--- src/rtl/mesi_pkg.sv ---
package mesi_pkg;

    typedef enum logic [1:0] {
        ST_I = 2'd0,
        ST_S = 2'd1,
        ST_E = 2'd2,
        ST_M = 2'd3
    } mesi_t;

    typedef enum logic [1:0] {
        BUS_NONE = 2'd0,
        BUS_RD   = 2'd1,
        BUS_RDX  = 2'd2,
        BUS_UPGR = 2'd3
    } bus_cmd_t;

    typedef enum logic [1:0] {
        OP_READ  = 2'd0,
        OP_WRITE = 2'd1,
        OP_EVICT = 2'd2,
        OP_NOP   = 2'd3
    } lcl_op_t;

    typedef struct packed {
        mesi_t nxt;
        logic  upd;
        logic  supply;
    } snp_res_t;

    typedef struct packed {
        mesi_t    nxt;
        logic     upd;
        bus_cmd_t bus;
        logic     done;
        logic     miss;
        logic     wb;
    } lcl_res_t;

    // Reaction of one line to a command observed on the bus.
    function automatic snp_res_t snoop_react(mesi_t cur, bus_cmd_t cmd);
        snp_res_t r;
        r.nxt    = cur;
        r.upd    = 1'b0;
        r.supply = 1'b0;
        unique case (cmd)
            BUS_RD: begin
                if (cur == ST_M || cur == ST_E) begin
                    r.nxt    = ST_S;
                    r.upd    = 1'b1;
                    r.supply = (cur == ST_M);
                end
            end
            BUS_RDX, BUS_UPGR: begin
                if (cur != ST_I) begin
                    r.nxt    = ST_I;
                    r.upd    = 1'b1;
                    r.supply = (cur == ST_M);
                end
            end
            default: ;
        endcase
        return r;
    endfunction

    // Decision for a local request given the line's (post-snoop) state.
    function automatic lcl_res_t local_react(mesi_t cur, lcl_op_t op);
        lcl_res_t r;
        r.nxt  = cur;
        r.upd  = 1'b0;
        r.bus  = BUS_NONE;
        r.done = 1'b0;
        r.miss = 1'b0;
        r.wb   = 1'b0;
        unique case (op)
            OP_READ: begin
                if (cur == ST_I) begin
                    r.bus  = BUS_RD;
                    r.miss = 1'b1;
                end else begin
                    r.done = 1'b1;
                end
            end
            OP_WRITE: begin
                if (cur == ST_I) begin
                    r.bus  = BUS_RDX;
                    r.miss = 1'b1;
                end else begin
                    r.done = 1'b1;
                    r.nxt  = ST_M;
                    r.upd  = (cur != ST_M);
                    if (cur == ST_S) r.bus = BUS_UPGR;
                end
            end
            OP_EVICT: begin
                r.done = 1'b1;
                r.nxt  = ST_I;
                r.upd  = (cur != ST_I);
                r.wb   = (cur == ST_M);
            end
            default: ;
        endcase
        return r;
    endfunction

    function automatic mesi_t fill_state(logic was_write, logic shared);
        if (was_write) return ST_M;
        return shared ? ST_S : ST_E;
    endfunction

endpackage

--- src/rtl/mesi_state_array.sv ---
module mesi_state_array
    import mesi_pkg::*;
#(
    parameter int LINES = 16,
    localparam int IDX_W = (LINES > 1) ? $clog2(LINES) : 1
) (
    input  logic             clk,
    input  logic             rst,
    // port A: snoop updates (lower priority)
    input  logic             a_we,
    input  logic [IDX_W-1:0] a_idx,
    input  mesi_t            a_st,
    // port B: local or fill updates (higher priority, already post-snoop)
    input  logic             b_we,
    input  logic [IDX_W-1:0] b_idx,
    input  mesi_t            b_st,
    input  logic [IDX_W-1:0] r0_idx,
    output mesi_t            r0_st,
    input  logic [IDX_W-1:0] r1_idx,
    output mesi_t            r1_st,
    input  logic [IDX_W-1:0] r2_idx,
    output mesi_t            r2_st
);

    mesi_t line_st [LINES];

    for (genvar g = 0; g < LINES; g++) begin : g_line
        always_ff @(posedge clk) begin
            if (rst) begin
                line_st[g] <= ST_I;
            end else if (b_we && b_idx == IDX_W'(g)) begin
                line_st[g] <= b_st;
            end else if (a_we && a_idx == IDX_W'(g)) begin
                line_st[g] <= a_st;
            end
        end
    end

    assign r0_st = line_st[r0_idx];
    assign r1_st = line_st[r1_idx];
    assign r2_st = line_st[r2_idx];

    // a same-cycle local write replaces the snoop's write to that line
    a_r10_local_after_snoop: assert property (@(posedge clk) disable iff (rst)
        (a_we && b_we && a_idx == b_idx) |=> (line_st[$past(b_idx)] == $past(b_st)));

endmodule

--- src/rtl/mesi_miss_tracker.sv ---
module mesi_miss_tracker
    import mesi_pkg::*;
#(
    parameter int IDX_W = 4
) (
    input  logic             clk,
    input  logic             rst,
    input  logic             start,
    input  logic [IDX_W-1:0] start_idx,
    input  logic             start_write,
    input  logic             fill_valid,
    input  logic             fill_shared,
    output logic             busy,
    output logic             fill_we,
    output logic [IDX_W-1:0] fill_idx,
    output mesi_t            fill_st
);

    logic             pend_q;
    logic [IDX_W-1:0] pend_idx_q;
    logic             pend_wr_q;

    always_ff @(posedge clk) begin
        if (rst) begin
            pend_q     <= 1'b0;
            pend_idx_q <= '0;
            pend_wr_q  <= 1'b0;
        end else if (start) begin
            pend_q     <= 1'b1;
            pend_idx_q <= start_idx;
            pend_wr_q  <= start_write;
        end else if (fill_we) begin
            pend_q <= 1'b0;
        end
    end

    assign busy     = pend_q;
    assign fill_we  = pend_q && fill_valid;
    assign fill_idx = pend_idx_q;
    assign fill_st  = fill_state(pend_wr_q, fill_shared);

    // only one miss at a time
    a_r11_single_miss: assert property (@(posedge clk) disable iff (rst)
        busy |-> !start);

    // a fill ends the wait in the next cycle
    a_r11_fill_releases: assert property (@(posedge clk) disable iff (rst)
        fill_we |=> !busy);

endmodule

--- src/rtl/mesi_line_ctrl.sv ---
module mesi_line_ctrl
    import mesi_pkg::*;
#(
    parameter int LINES = 16,
    localparam int IDX_W = (LINES > 1) ? $clog2(LINES) : 1
) (
    input  logic             clk,
    input  logic             rst,
    input  logic             lcl_valid,
    input  logic [1:0]       lcl_op,
    input  logic [IDX_W-1:0] lcl_idx,
    output logic             lcl_ready,
    output logic             lcl_done,
    input  logic [1:0]       snp_cmd,
    input  logic [IDX_W-1:0] snp_idx,
    input  logic             fill_valid,
    input  logic             fill_shared,
    output logic [1:0]       bus_cmd,
    output logic [IDX_W-1:0] bus_idx,
    output logic             supply_valid,
    output logic [IDX_W-1:0] supply_idx,
    output logic             wb_valid,
    output logic [IDX_W-1:0] wb_idx,
    input  logic [IDX_W-1:0] look_idx,
    output logic [1:0]       look_state
);

    bus_cmd_t snp_c;
    lcl_op_t  op_c;
    mesi_t    snp_cur, lcl_raw, lcl_cur, look_st;
    snp_res_t snp_r;
    lcl_res_t lr;
    logic     same_line, accept, busy;
    logic     fill_we;
    logic [IDX_W-1:0] fill_idx;
    mesi_t    fill_st;
    logic     b_we;
    logic [IDX_W-1:0] b_idx;
    mesi_t    b_st;

    assign snp_c = bus_cmd_t'(snp_cmd);
    assign op_c  = lcl_op_t'(lcl_op);

    mesi_state_array #(.LINES(LINES)) u_array (
        .clk    (clk),
        .rst    (rst),
        .a_we   (snp_r.upd),
        .a_idx  (snp_idx),
        .a_st   (snp_r.nxt),
        .b_we   (b_we),
        .b_idx  (b_idx),
        .b_st   (b_st),
        .r0_idx (snp_idx),
        .r0_st  (snp_cur),
        .r1_idx (lcl_idx),
        .r1_st  (lcl_raw),
        .r2_idx (look_idx),
        .r2_st  (look_st)
    );

    // Snoop first; the local request then sees the post-snoop state.
    assign snp_r     = snoop_react(snp_cur, snp_c);
    assign same_line = (snp_c != BUS_NONE) && (snp_idx == lcl_idx);
    assign lcl_cur   = same_line ? snp_r.nxt : lcl_raw;
    assign accept    = lcl_valid && !busy;
    assign lr        = local_react(lcl_cur, op_c);

    mesi_miss_tracker #(.IDX_W(IDX_W)) u_miss (
        .clk         (clk),
        .rst         (rst),
        .start       (accept && lr.miss),
        .start_idx   (lcl_idx),
        .start_write (op_c == OP_WRITE),
        .fill_valid  (fill_valid),
        .fill_shared (fill_shared),
        .busy        (busy),
        .fill_we     (fill_we),
        .fill_idx    (fill_idx),
        .fill_st     (fill_st)
    );

    always_comb begin
        b_we  = 1'b0;
        b_idx = lcl_idx;
        b_st  = lr.nxt;
        if (fill_we) begin
            b_we  = 1'b1;
            b_idx = fill_idx;
            b_st  = fill_st;
        end else if (accept && lr.upd) begin
            b_we = 1'b1;
        end
    end

    assign lcl_ready    = !busy;
    assign lcl_done     = (accept && lr.done) || fill_we;
    assign bus_cmd      = accept ? lr.bus : BUS_NONE;
    assign bus_idx      = lcl_idx;
    assign supply_valid = snp_r.supply;
    assign supply_idx   = snp_idx;
    assign wb_valid     = accept && lr.wb;
    assign wb_idx       = lcl_idx;
    assign look_state   = look_st;

    // no bus request and no completion of a new request while waiting
    a_r11_quiet_when_busy: assert property (@(posedge clk) disable iff (rst)
        !lcl_ready |-> (bus_cmd == BUS_NONE && !wb_valid && (!lcl_done || fill_valid)));

    // a miss request drops ready in the following cycle
    a_r2_miss_waits: assert property (@(posedge clk) disable iff (rst)
        (bus_cmd == BUS_RD || bus_cmd == BUS_RDX) |=> !lcl_ready);

    // an upgrade completes in the cycle it is issued
    a_r4_upgrade_done: assert property (@(posedge clk) disable iff (rst)
        (bus_cmd == BUS_UPGR) |-> lcl_done);

    // writeback only accompanies an eviction
    a_r9_wb_on_evict: assert property (@(posedge clk) disable iff (rst)
        wb_valid |-> (lcl_valid && lcl_op == OP_EVICT && lcl_done));

    // supply only answers an active snoop
    a_r7_supply_on_snoop: assert property (@(posedge clk) disable iff (rst)
        supply_valid |-> (snp_cmd != BUS_NONE));

    // after a supply on an ownership snoop, the line is invalid
    a_r8_supply_invalidates: assert property (@(posedge clk) disable iff (rst)
        (supply_valid && snp_cmd != BUS_RD && !(lcl_valid && lcl_ready && lcl_idx == snp_idx))
        |=> (u_array.line_st[$past(snp_idx)] == ST_I));

endmodule

--- config.mk ---
export PLATFORM = sky130hd
export DESIGN_NAME = mesi_line_ctrl
export DESIGN_NICKNAME = d
export VERILOG_FILES = /design/src/rtl/mesi_pkg.sv /design/src/rtl/mesi_state_array.sv /design/src/rtl/mesi_miss_tracker.sv /design/src/rtl/mesi_line_ctrl.sv
export SDC_FILE = /design/constraint.sdc
export NUM_CORES = 1
export LEC_CHECK = 0
export BUFFER_PORTS_ARGS = -buffer_cell sky130_fd_sc_hd__buf_2
export CORE_UTILIZATION = 30
export DETAILED_ROUTE_END_ITERATION = 16
export PLACE_DENSITY = 0.44
export SYNTH_ARGS = -nofsm -noshare
export SYNTH_HDL_FRONTEND = slang
export SYNTH_HIERARCHICAL = 1
export SYNTH_SLANG_ARGS = --single-unit
--- constraint.sdc ---
create_clock -name clk -period 9.8 [get_ports clk]
set_input_delay 0 -clock clk [delete_from_list [all_inputs] [get_ports clk]]
set_output_delay 0 -clock clk [all_outputs]
set_load 0.005 [all_outputs]
* Yosys cells after proc, flatten, opt, wreduce, memory -nomap -nowiden
Memory sizes are Yosys's and may differ from the RTL's.
Cells that the tools add are included.
** Storage, ports and cells
- Input port bits :: 21
- Register bits :: 6
- Bits in writable memories :: 32
- Memories kept :: 1
- Output and inout port bits :: 20
- Logic and storage cells :: 301
** Memory list
- u_array.line_st :: depth 16, bits a word 2, rd ports 3, clocked after Yosys merged registers in 0, write ports 16, RTL line mesi_state_array.sv:25 : mesi_t line_st [LINES];
** Operators by class
- Equality and inequality tests :: 41
- Multiplexer cells :: 172
- Reductions and logical operators :: 52
- Bitwise operators :: 32
** Operators with widths (count)
- 2-to-1 mux 1 bit :: 124
- 2-to-1 mux 2 bit :: 40
- == test 4 bit (second input constant) :: 16
- logical AND 1 bit :: 39
- == test 4 x 3 -> 1 bit (second input constant) :: 8
- OR 1 bit :: 32
- == test 4 x 2 -> 1 bit (second input constant) :: 4
- == test 2 bit (second input constant) :: 6
- 2-to-1 mux 4 bit :: 3
- == test 4 x 1 -> 1 bit (second input constant) :: 2
- zero test 4 bit :: 2
- case mux 4 bit (2 select lines) :: 1
- nonzero test 2 bit :: 4
- == test 2 x 1 -> 1 bit (second input constant) :: 3
- case mux 3 bit (2 select lines) :: 1
- == test 4 bit :: 1
- zero test 2 bit :: 2
- case mux 2 bit (2 select lines) :: 1
- OR reduction 2 bit :: 2
- 2-to-1 mux 3 bit :: 1
- logical OR 1 bit :: 2
- != test 2 bit (second input constant) :: 1
- case mux 1 bit (2 select lines) :: 1
- zero test 1 bit :: 1

* Logic depth before layout (Yosys ltp)
An unclocked memory read counts as a cell.
- Depth in word-level cells :: 18
- Mapped depth :: 16
- Mapped depth without buffers :: 14

* Modules after synthesis
The synthesis kept the hierarchy.
** Modules (own cells, without submodules)
- mesi_state_array :: sequential area each 960.9 um^2, cells each 237, area an instance 2648.8 um^2, times used 1
- mesi_line_ctrl :: sequential area each 0.0 um^2, cells each 71, area an instance 525.5 um^2, times used 1
- mesi_miss_tracker :: sequential area each 120.1 um^2, cells each 23, area an instance 234.0 um^2, times used 1

* Worst setup path before layout
OpenSTA, ideal clock, no wires.
- Path type :: reg-to-reg
- Start point :: memory u_array/line_st[3][1] (netlist name)
- End point :: memory u_array/line_st[0][0] (netlist name) (enable)
- Setup slack :: 6.544 ns
- Stages on the path, launching flop included :: 15
- Data required time :: 9.503 ns
- Buffers on the path :: 1
- Arrival time :: 2.959 ns
- Cell sequence :: edfxtp_1 > mux4_2 > a22oi_1 > nand3_1 > a21oi_1 > nor2_1 > a31oi_1 > ha_1 > nand2_1 > o21ai_0 > a31o_1 > or3b_1 > buf_6 > or3_4 > nand2_1
** RTL lines (RTL line)
- start, declared :: mesi_state_array.sv:25

==> impl_results.md <==
* Outcome: complete, no violations
* Final setup violating endpoints at 0
* Netlist cell types at 54
* Top cell by count, worst path: nor2_1
* Post-cts resize count at 0
* Setup TNS at 0 ns
* Setup Fix Bufs, Post-CTS at 0
* Post-Syn Nets at 359
* Clock Tree Buf Depth at 2
* Diode count at 0
* Slowest cell on the critical path: or3b_2
* CP max stage delay at 0.49 ns
* Sequential fraction of the synthesis area at 0.3172
* Via density per instance at 5.727
* Startpoint Class: register
* Area grow syn2layout at 10.57%
* Io pins at 41
* Antenna violations before repair at 0
* Max rail drop VDD at 0.00005643 V
* Fraction of layout cells with a size suffix above 1 at 0.2421
* Root buffer cell: clkbuf_16
* Final Max Slew Viols at 0
* Pwr Density at 127.0 nW/um^2
* MaxCap Viol Count at 0
* Synth warn at 6
* Total power at 0.0004787 W
* Final worst setup slack at 6.067 ns
* Antenna-violating nets left at 0
* GR Util All Layers at 0.1704
* Hpwl dp at 7148 um
* GR Overflow Total at 0
* DP Area at 3588 sq um
* Crit-path cells: mux4_2 -> a22oi_1 -> nand3_1 -> a21oi_1 -> nor2_1 -> a31oi_1 -> ha_1 -> nand2_1 -> o21ai_0 -> a31o_1 -> or3b_1 -> nor2_1 -> or3b_2
* Worst Setup Path Type: register to register
* Highest-count cells in the layout ignoring fill and taps: nand2_1 (41), buf_2 (40), edfxtp_1 (32)
* Final clock skew at 0.006402 ns
* Worst hold-check path type: input port to register
* CP Data Required Time at 9.83 ns
* Fmax at 0.2679 GHz
* P_leak at 1.366 nW
* Cell Area, Synth at 3408 sq um
* First-pass GRT wire length at 14630 um
* Crit share post-route at 0.3809
* Vias at 2789
* Horiz. Die Dim at 108.6 um
* CP arrival at 3.76 ns
* Hold WS at 0.1159 ns
* Slew headroom at 0.3232
* Final hold violation count at 0
* WP buf/inv at 0
* TritonCTS clock tree: yes
* Design Area, Final at 3769 sq um
* GP Congestion at 0.8123
* Tightest Pin Transition at 1.001 ns
* Most common cell after layout, fill and taps aside: nand2_1
* Total iterations of the first detailed-routing run at 4
* Clk sink count at 38
* Crit path capture type: register
* Final wirelength at 9705 um
* Num rows at 38
* Starting Density at 0.3117
* Avg Inst Size Synth at 10.30 sq um
* Die Area at 11790 sq um
* Routed length per instance at 19.93 um
* Residual DRC count at 0
* CP max FO at 9
* IO Port Bufs at 40
* Setup WS pre-CTS at 6.041 ns
* Largest net degree at the start of global routing at 33
* Yosys reg bits at 38
* Synth async-reset ratio at 0
* Minimum clock period at 3.733 ns
* Post-synthesis cell count at 331
* Cts bufs inserted at 5
* Die Y at 108.6 um
* DRT iter0 DRCs at 217
* Unrepaired setup endpoints after global routing: no
* Clock Latency Late Sink at 0.28 ns
* Reg clk slew, reported paths at 0.06 ns
* Top Family by Delay on Critical Path: simple AND/OR/NAND/NOR gates
* Core ar. at 10940 sq um
* Max H-tree Level at 2
* Post-synth EDFFs at 32
* Vias in the first global route at 2528
* Dominant synthesized flop cell: edfxtp_1
* Post-CTS Hold Fix Bufs at 1
* Final Net Count at 374
[state kept, by name (all words and copies together), names as in the netlist]
register,flops
u_miss/busy,1
u_miss/pend_wr_q,1
u_miss/fill_idx,4
u_array/line_st,32
[worst paths after layout]
path                                            start                    end  slack (ns)  cells past startpoint
worst max-delay path            u_array/line_st[2][1]  u_array/line_st[1][0]        6.07                     13
worst min-delay path                       lcl_idx[3]     u_miss/fill_idx[3]        0.12                      3
worst max register to register  u_array/line_st[2][1]  u_array/line_st[1][0]        6.07                     13
worst min register to register     u_miss/fill_idx[3]     u_miss/fill_idx[3]        0.49                      2
[cell families (layout without fill, tap and decap cells)]
| logic type | Yosys count | after routing | share of synthesized area |
|---|---|---|---|
| adder cells (fa/ha/maj) | 7 | 7 | 0.02570 |
| flip-flops | 38 | 38 | 0.3172 |
| AND/OR/NAND/NOR | 130 | 130 | 0.2034 |
| XOR/XNOR | 4 | 4 | 0.01248 |
| buffers and inverters | 42 | 58 | 0.06828 |
| AO/OA/AOI/OAI | 54 | 54 | 0.1189 |
| multiplexers | 56 | 56 | 0.2540 |
[synth_stat cells (8+ instances only)]
master | count | area [sq um]
clkbuf_1 | 15 | 56.30
buf_4 | 12 | 90.09
mux4_2 | 24 | 540.5
edfxtp_1 | 32 | 960.9
mux2i_1 | 28 | 280.3
nand3_1 | 14 | 70.07
a311o_1 | 8 | 80.08
nor2b_1 | 8 | 50.05
nand2b_1 | 9 | 56.30
nand2_1 | 41 | 153.9
nor2_1 | 25 | 93.84
[cell type report]
cell class                 count  area (sq um)
multi-input combinational    251          2095
clock buffer                   5         125.1
inverter                       8         30.03
sequential                    38          1081
tap                          140         175.2
timing repair buffer          42         217.7
clock inverter                 3         45.04
fill                        1122          7167
[power by group]
part	total (W)	switching, W	internal, W
sequential	0.000188	0.00000581	0.000182
combinational	0.000103	0.0000608	0.0000426
clock	0.000187	0.0000673	0.000120
[metal layers]
metal  up-vias  global-route usage  part of all wire
li1       1279                   -                 -
met1      1360              0.2388              0.46
met2       130              0.2613              0.46
met3        20             0.02954             0.058
met4         0             0.06274             0.023
met5         -                   0                 0
[worst min-delay path, delay by kind of cell]
kind                   cells  cell delay, ns
buffers and inverters      1            0.19
and+or+nand+nor            1            0.07
muxes                      1            0.10
[per-stage QoR]
step / utilization / instances
after floorplan: - / 331
after global placement: 0.3281 / 478
after detailed placement: 0.3281 / 478
after CTS: 0.3446 / 487
after global routing: 0.3446 / 487
final: 0.3446 / 487
No activity file was read; power rests on OpenSTA's default activity.
